<file path="src/rtl/btm_pkg.sv">
package btm_pkg;
  typedef enum logic [1:0] {
    BTM_TEST  = 2'b00,
    BTM_FLIP  = 2'b01,
    BTM_CLEAR = 2'b10,
    BTM_SET   = 2'b11
  } btm_op_e;

  // Value of one bit after the operation; hit marks the selected position.
  function automatic logic btm_apply(btm_op_e op, logic b, logic hit);
    logic r;
    r = b;
    if (hit) begin
      unique case (op)
        BTM_TEST:  r = b;
        BTM_FLIP:  r = ~b;
        BTM_CLEAR: r = 1'b0;
        BTM_SET:   r = 1'b1;
        default:   r = b;
      endcase
    end
    return r;
  endfunction
endpackage

</file>
<file path="src/rtl/btm_index_calc.sv">
module btm_index_calc #(
  parameter int DATA_W = 32,
  parameter int OFS_W  = 32,
  parameter int ADJ_W  = 32,
  localparam int IDX_W = $clog2(DATA_W)
) (
  input  logic [OFS_W-1:0] offset_i,
  input  logic             wide_i,
  input  logic             imm_i,
  output logic [IDX_W-1:0] bit_idx_o,
  output logic [ADJ_W-1:0] adj_o
);
  localparam int BYTE_SH = $clog2(DATA_W / 8);

  logic [OFS_W-1:0] word_num;

  // The low IDX_W bits of an 8-bit immediate equal its value modulo DATA_W,
  // so both offset sources share the same bit selection.
  always_comb begin
    if (wide_i) bit_idx_o = offset_i[IDX_W-1:0];
    else        bit_idx_o = {1'b0, offset_i[IDX_W-2:0]};
  end

  assign word_num = offset_i >> IDX_W;

  always_comb begin
    if (imm_i) adj_o = '0;
    else       adj_o = ADJ_W'(word_num) << BYTE_SH;
  end
endmodule

</file>
<file path="src/rtl/btm_bit_modifier.sv">
module btm_bit_modifier
  import btm_pkg::*;
#(
  parameter int DATA_W = 32,
  localparam int IDX_W = $clog2(DATA_W),
  localparam int HALF_W = DATA_W / 2
) (
  input  logic [DATA_W-1:0] word_i,
  input  logic [IDX_W-1:0]  bit_idx_i,
  input  logic              wide_i,
  input  btm_op_e           op_i,
  output logic [DATA_W-1:0] word_o,
  output logic              carry_o
);
  for (genvar i = 0; i < DATA_W; i++) begin : g_bit
    logic hit;
    assign hit = (bit_idx_i == IDX_W'(i));
    if (i >= HALF_W) begin : g_upper
      assign word_o[i] = wide_i ? btm_apply(op_i, word_i[i], hit) : 1'b0;
    end else begin : g_lower
      assign word_o[i] = btm_apply(op_i, word_i[i], hit);
    end
  end

  assign carry_o = word_i[bit_idx_i];
endmodule

</file>
<file path="src/rtl/bit_test_modify_unit.sv">
module bit_test_modify_unit
  import btm_pkg::*;
#(
  parameter int DATA_W = 32,
  parameter int OFS_W  = 32,
  parameter int ADJ_W  = 32,
  localparam int IDX_W = $clog2(DATA_W),
  localparam int HALF_W = DATA_W / 2
) (
  input  logic              clk_i,
  input  logic              rst_ni,
  input  logic              start_i,
  input  logic [1:0]        op_i,
  input  logic              wide_i,
  input  logic              imm_i,
  input  logic [DATA_W-1:0] operand_i,
  input  logic [OFS_W-1:0]  offset_i,
  output logic [DATA_W-1:0] result_o,
  output logic              carry_o,
  output logic [ADJ_W-1:0]  addr_adj_o,
  output logic              done_o
);
  logic [IDX_W-1:0]  bit_idx;
  logic [ADJ_W-1:0]  adj_calc;
  logic [DATA_W-1:0] word_calc;
  logic              carry_calc;

  logic [DATA_W-1:0] result_d, result_q;
  logic [ADJ_W-1:0]  adj_d, adj_q;
  logic              carry_d, carry_q;
  logic              done_d, done_q;

  btm_index_calc #(.DATA_W(DATA_W), .OFS_W(OFS_W), .ADJ_W(ADJ_W)) idx_i (
    .offset_i (offset_i),
    .wide_i   (wide_i),
    .imm_i    (imm_i),
    .bit_idx_o(bit_idx),
    .adj_o    (adj_calc)
  );

  btm_bit_modifier #(.DATA_W(DATA_W)) mod_i (
    .word_i   (operand_i),
    .bit_idx_i(bit_idx),
    .wide_i   (wide_i),
    .op_i     (btm_op_e'(op_i)),
    .word_o   (word_calc),
    .carry_o  (carry_calc)
  );

  // Next state: load on start, otherwise hold.
  always_comb begin
    result_d = result_q;
    adj_d    = adj_q;
    carry_d  = carry_q;
    done_d   = start_i;
    if (start_i) begin
      result_d = word_calc;
      adj_d    = adj_calc;
      carry_d  = carry_calc;
    end
  end

  always_ff @(posedge clk_i or negedge rst_ni) begin
    if (!rst_ni) begin
      result_q <= '0;
      adj_q    <= '0;
      carry_q  <= 1'b0;
      done_q   <= 1'b0;
    end else begin
      result_q <= result_d;
      adj_q    <= adj_d;
      carry_q  <= carry_d;
      done_q   <= done_d;
    end
  end

  assign result_o   = result_q;
  assign addr_adj_o = adj_q;
  assign carry_o    = carry_q;
  assign done_o     = done_q;

  p_done_follows_start_r7: assert property (@(posedge clk_i) disable iff (!rst_ni)
    start_i |=> done_o);
  p_done_single_r7: assert property (@(posedge clk_i) disable iff (!rst_ni)
    !start_i |=> !done_o);
  p_outputs_hold_r7: assert property (@(posedge clk_i) disable iff (!rst_ni)
    !start_i |=> ($stable(result_o) && $stable(carry_o) && $stable(addr_adj_o)));
  p_upper_zero_r8: assert property (@(posedge clk_i) disable iff (!rst_ni)
    (start_i && !wide_i) |=> (result_o[DATA_W-1:HALF_W] == '0));
  p_imm_adj_zero_r6: assert property (@(posedge clk_i) disable iff (!rst_ni)
    (start_i && imm_i) |=> (addr_adj_o == '0));
  p_adj_aligned_r5: assert property (@(posedge clk_i) disable iff (!rst_ni)
    done_o |-> (addr_adj_o[1:0] == 2'b00));
  p_test_unchanged_r2: assert property (@(posedge clk_i) disable iff (!rst_ni)
    (start_i && wide_i && op_i == BTM_TEST) |=> (result_o == $past(operand_i)));
  p_one_bit_r2: assert property (@(posedge clk_i) disable iff (!rst_ni)
    (start_i && wide_i) |=> ($countones(result_o ^ $past(operand_i)) <= 1));
  p_set_count_r1: assert property (@(posedge clk_i) disable iff (!rst_ni)
    (start_i && wide_i && op_i == BTM_SET) |=>
      ($countones(result_o) == $countones($past(operand_i)) + (carry_o ? 0 : 1)));
  p_clear_count_r1: assert property (@(posedge clk_i) disable iff (!rst_ni)
    (start_i && wide_i && op_i == BTM_CLEAR) |=>
      ($countones(result_o) + (carry_o ? 1 : 0) == $countones($past(operand_i))));
endmodule

</file>
<file path="config.mk">
export PLATFORM = sky130hd
export DESIGN_NAME = bit_test_modify_unit
export DESIGN_NICKNAME = d
export VERILOG_FILES = /design/src/rtl/btm_pkg.sv /design/src/rtl/btm_index_calc.sv /design/src/rtl/btm_bit_modifier.sv /design/src/rtl/bit_test_modify_unit.sv
export SDC_FILE = /design/constraint.sdc
export NUM_CORES = 1
export LEC_CHECK = 0
export ABC_AREA = 0
export ABC_CLOCK_PERIOD_IN_PS = 1100
export BUFFER_PORTS_ARGS = -buffer_cell sky130_fd_sc_hd__buf_2
export CORE_UTILIZATION = 50
export DETAILED_ROUTE_END_ITERATION = 16
export PLACE_DENSITY = 0.89
export SYNTH_ARGS = -nofsm -noshare
export SYNTH_HDL_FRONTEND = slang
export SYNTH_SLANG_ARGS = --single-unit
</file>
<file path="constraint.sdc">
create_clock -name clk_i -period 1.1 [get_ports clk_i]
set_input_delay 0.11 -clock clk_i [delete_from_list [all_inputs] [get_ports clk_i]]
set_output_delay 0.11 -clock clk_i [all_outputs]
set_load 0.02 [all_outputs]
</file>
==> results_dict.tcl <==
set metrics [dict create \
    timing.critical_path.to_type "register" \
    outcome "finished, final reports clean" \
    design.final.nets 640 \
    cts_tree "yes" \
    critPathLaunch "offset_i[0]" \
    gp_congestion 0.921 \
    die-width_microns 89.6 \
    antenna_violating_nets_post_route 0 \
    critPathArrivalTime_ns 1.33 \
    startpoint_type "primary input" \
    ys_dominant_reg_cell "sky130_fd_sc_hd__dfrtp_1" \
    post-synth-top-count-cell "sky130_fd_sc_hd__dfrtp_1" \
    io-pin-count 137 \
    min_to "addr_adj_o[7]" \
    clock_sinks 61 \
    worst_setup_slack_before_clock_tree_synthesis_ns -0.406 \
    route.detailed.wl_per_inst_microns 16.5 \
    timing.final.hold_violations 0 \
    synthesized_area_fraction_occupied_by_and_or_nand_nor_cells_pct 19.0 \
    final.period_utilization_pct 99.9 \
    die-area_sq_um 8020 \
    area_growth_syn_to_layout_pct 32.4 \
    hold_slack_ns 0.0130 \
    ctsHtreeMaxLevel 3 \
    global_route_wire_length_before_repair_mm 17.0 \
    final-seq-area_sq_um 1530 \
    cap_viol_max_count 0 \
    firstDrtPassIters 5 \
    ys_types 44 \
    drt_drc_violations_left 0 \
    combinational_family_with_the_most_area_after_synthesis "compound AO/OA/AOI/OAI gates" \
    ys_ff_latch 61 \
    syn_inst 417 \
    final_critical_path_setup_slack_ns 0.000766 \
    commonest_cells_post_synth "sky130_fd_sc_hd__dfrtp_1 (61), sky130_fd_sc_hd__nand2_1 (45), sky130_fd_sc_hd__o31ai_1 (35), sky130_fd_sc_hd__o21ai_0 (32), sky130_fd_sc_hd__inv_1 (31)" \
    fin_crit_ns 1.10 \
    irDropWorstVdd_v 0.000811 \
    report.final.slew_viol_count 0 \
    powerDensity_nw_per_um2 1210 \
    max-clock-path-buffers 2 \
    detailedRoute.firstIterationViolations 244 \
    num-fill-cells 538 \
    cts_root_buffer "sky130_fd_sc_hd__clkbuf_8" \
    path_class "in -> reg" \
    clock_insertion_delay_worst_skew_ns 0.33 \
    post_synth_main_area_contributors "sky130_fd_sc_hd__dfrtp_1 (40%), sky130_fd_sc_hd__o31ai_1 (6.9%), sky130_fd_sc_hd__mux2i_1 (4.7%)" \
    post-layout-total-power_mw 6.16 \
    critical_path.reg2reg.endpoint "result_o[4]" \
    setup_viol 0 \
    dieHeight_microns 89.6 \
    timing_worst_slew_pin_value_ns 0.596 \
    num_antenna_cells 0 \
    timing.fmax_ghz 0.910 \
    ys_seq_area_share_pct 39.8 \
    relSlewSlack_pct 60.2 \
    vias 3956 \
    grt-ovfl-total 0 \
    hp-start "offset_i[10]" \
    hold_depth 3 \
    cp_num_cells 5 \
    ys_async_rst_share_pct 100 \
    reg2reg_depth 1 \
    std_cell_rows 31 \
    synth_adder_area_share_pct 0 \
    utilization_pct 69.2 \
    syn_avg_cell_area_sq_um 9.19 \
    tritoncts.num_buffers 9 \
    worstPathMaxFanout 8 \
    core_area_sq_um 7330 \
    grtUsageTotal_pct 28.1 \
    ys_warn_count 0 \
    worstReg2RegStart "result_o[4]" \
    worst_clock_skew_ns 0 \
    via_to_cell_ratio 5.89 \
    post_route_cells_drive_above_1_share_pct 37.3 \
    syn-cell-area_sq_um 3830 \
    yosys.area_share.xor_xnor_pct 0 \
    post_synth_edffs 0 \
    cp.buffers_inverters 1 \
    multi_input_area_sq_um 2020 \
    synth_mux_area_share_pct 9.79 \
    place.detailed.hpwl_mm 7.93 \
    crit_family "multiplexers" \
    crit_required_ns 1.33 \
    yosys.area.top_type_share_pct 39.8 \
    yosys.area.top_type "sky130_fd_sc_hd__dfrtp_1" \
    worst_hold_path_type "in -> reg" \
    cpPeakStageDelay_ns 0.58 \
    synth_compound_gate_area_share_pct 22.1 \
    grt_pass1_vias 3586 \
    floorplan.initialDensity_pct 52.3 \
    portBuffers 131 \
    maximum_number_of_pins_on_one_net_before_global_route_repair 57 \
    minimum_setup_slack_among_reg_to_reg_paths_ns 0.32 \
    clk_transition_reported_paths_ns 0.07 \
    crit_path_top_delay_cell "sky130_fd_sc_hd__mux4_1" \
    crit_chain "buf_4, mux4_1, mux2i_1, nor2_1, o221a_1" \
    grt_antenna_before_repair 0 \
    drt_wl_total_mm 11.1 \
    rsz0062_at_grt "true" \
    static-leakage-power_nw 2.48 \
]
[cells in the final DEF (no fill, tap or decap), types with 5 or more instances in the layout]
master,instances
sky130_fd_sc_hd__a21oi_1,15
sky130_fd_sc_hd__buf_2,130
sky130_fd_sc_hd__buf_4,46
sky130_fd_sc_hd__clkbuf_8,11
sky130_fd_sc_hd__conb_1,5
sky130_fd_sc_hd__dfrtp_1,61
sky130_fd_sc_hd__inv_1,31
sky130_fd_sc_hd__mux2i_1,18
sky130_fd_sc_hd__nand2_1,45
sky130_fd_sc_hd__nand3_1,13
sky130_fd_sc_hd__nand3b_1,24
sky130_fd_sc_hd__nand4_1,12
sky130_fd_sc_hd__nor2b_1,15
sky130_fd_sc_hd__o2111ai_1,6
sky130_fd_sc_hd__o21ai_0,28
sky130_fd_sc_hd__o31a_1,15
sky130_fd_sc_hd__o31ai_1,32
[repair_timing]
action | in CTS | in global routing
gates resized for setup | 2 | 11
hold endpoints to repair | 64 | 0
setup endpoints to repair | 9 | 21
pin swaps | 0 | 1
buffers inserted | 0 | 1
hold buffers | 4 | 0
[cells by family (layout without fill, tap and decap cells)]
| group | after synthesis | after routing |
|---|---|---|
| DFF | 61 | 61 |
| other | 1 | 5 |
| and+or+nand+nor | 128 | 128 |
| muxes | 28 | 28 |
| AOI/OAI and AO/OA | 122 | 122 |
| buffers and inverters | 77 | 229 |
[stage by stage]
step / area [sq um] / TNS (ns) / cells
2_1_floorplan: 3910 / -0.962 / 421
3_3_place_gp: 4790 / -8.87 / 652
3_5_place_dp: 4790 / -10.47 / 652
4_1_cts: 5030 / 0 / 671
5_1_grt: 5070 / -0.0872 / 672
6_report: 5070 / 0 / 672
[state kept, by name (all words and copies together), names as in the netlist]
register / cells
done_o: 1
result_o: 32
addr_adj_o: 27
carry_o: 1
[metal layers]
layer | routed length (microns) | GRT usage [%] | up-vias | part of all wire (%)
li1 | - | - | 1809 | -
met1 | 4500 | 33.4 | 1869 | 41
met2 | 5340 | 48.4 | 242 | 48
met3 | 931 | 7.85 | 36 | 8.4
met4 | 313 | 10.5 | 0 | 2.8
met5 | 0 | 0 | - | 0
[worst max-delay path by stage]
| stage | slack [ns] | end |
|---|---|---|
| final | 0.0008 | carry_o |
| after CTS | 0.01 | result_o[30] |
| after global placement | -0.33 | carry_o |
| after global routing | -0.03 | result_o[26] |
| after detailed placement | -0.41 | result_o[22] |
| after floorplan | -0.16 | result_o[0] |
[report_power, final]
part | total [mW] | switching (mW) | internal, mW
Clock | 2.02 | 0.872 | 1.15
Combinational | 1.60 | 0.950 | 0.647
Sequential | 2.55 | 0.106 | 2.44
Total | 6.16 | 1.93 | 4.24
[layout make-up]
type	count	share of cell area (%)
well taps	99	2.44
repair buffers	183	21.4
inverters	31	2.29
clock buffers	11	2.98
flip-flops and latches	61	30.1
multi-input cells	283	39.8
clock inverters	4	0.937
Power figures use the tool's default switching activity.
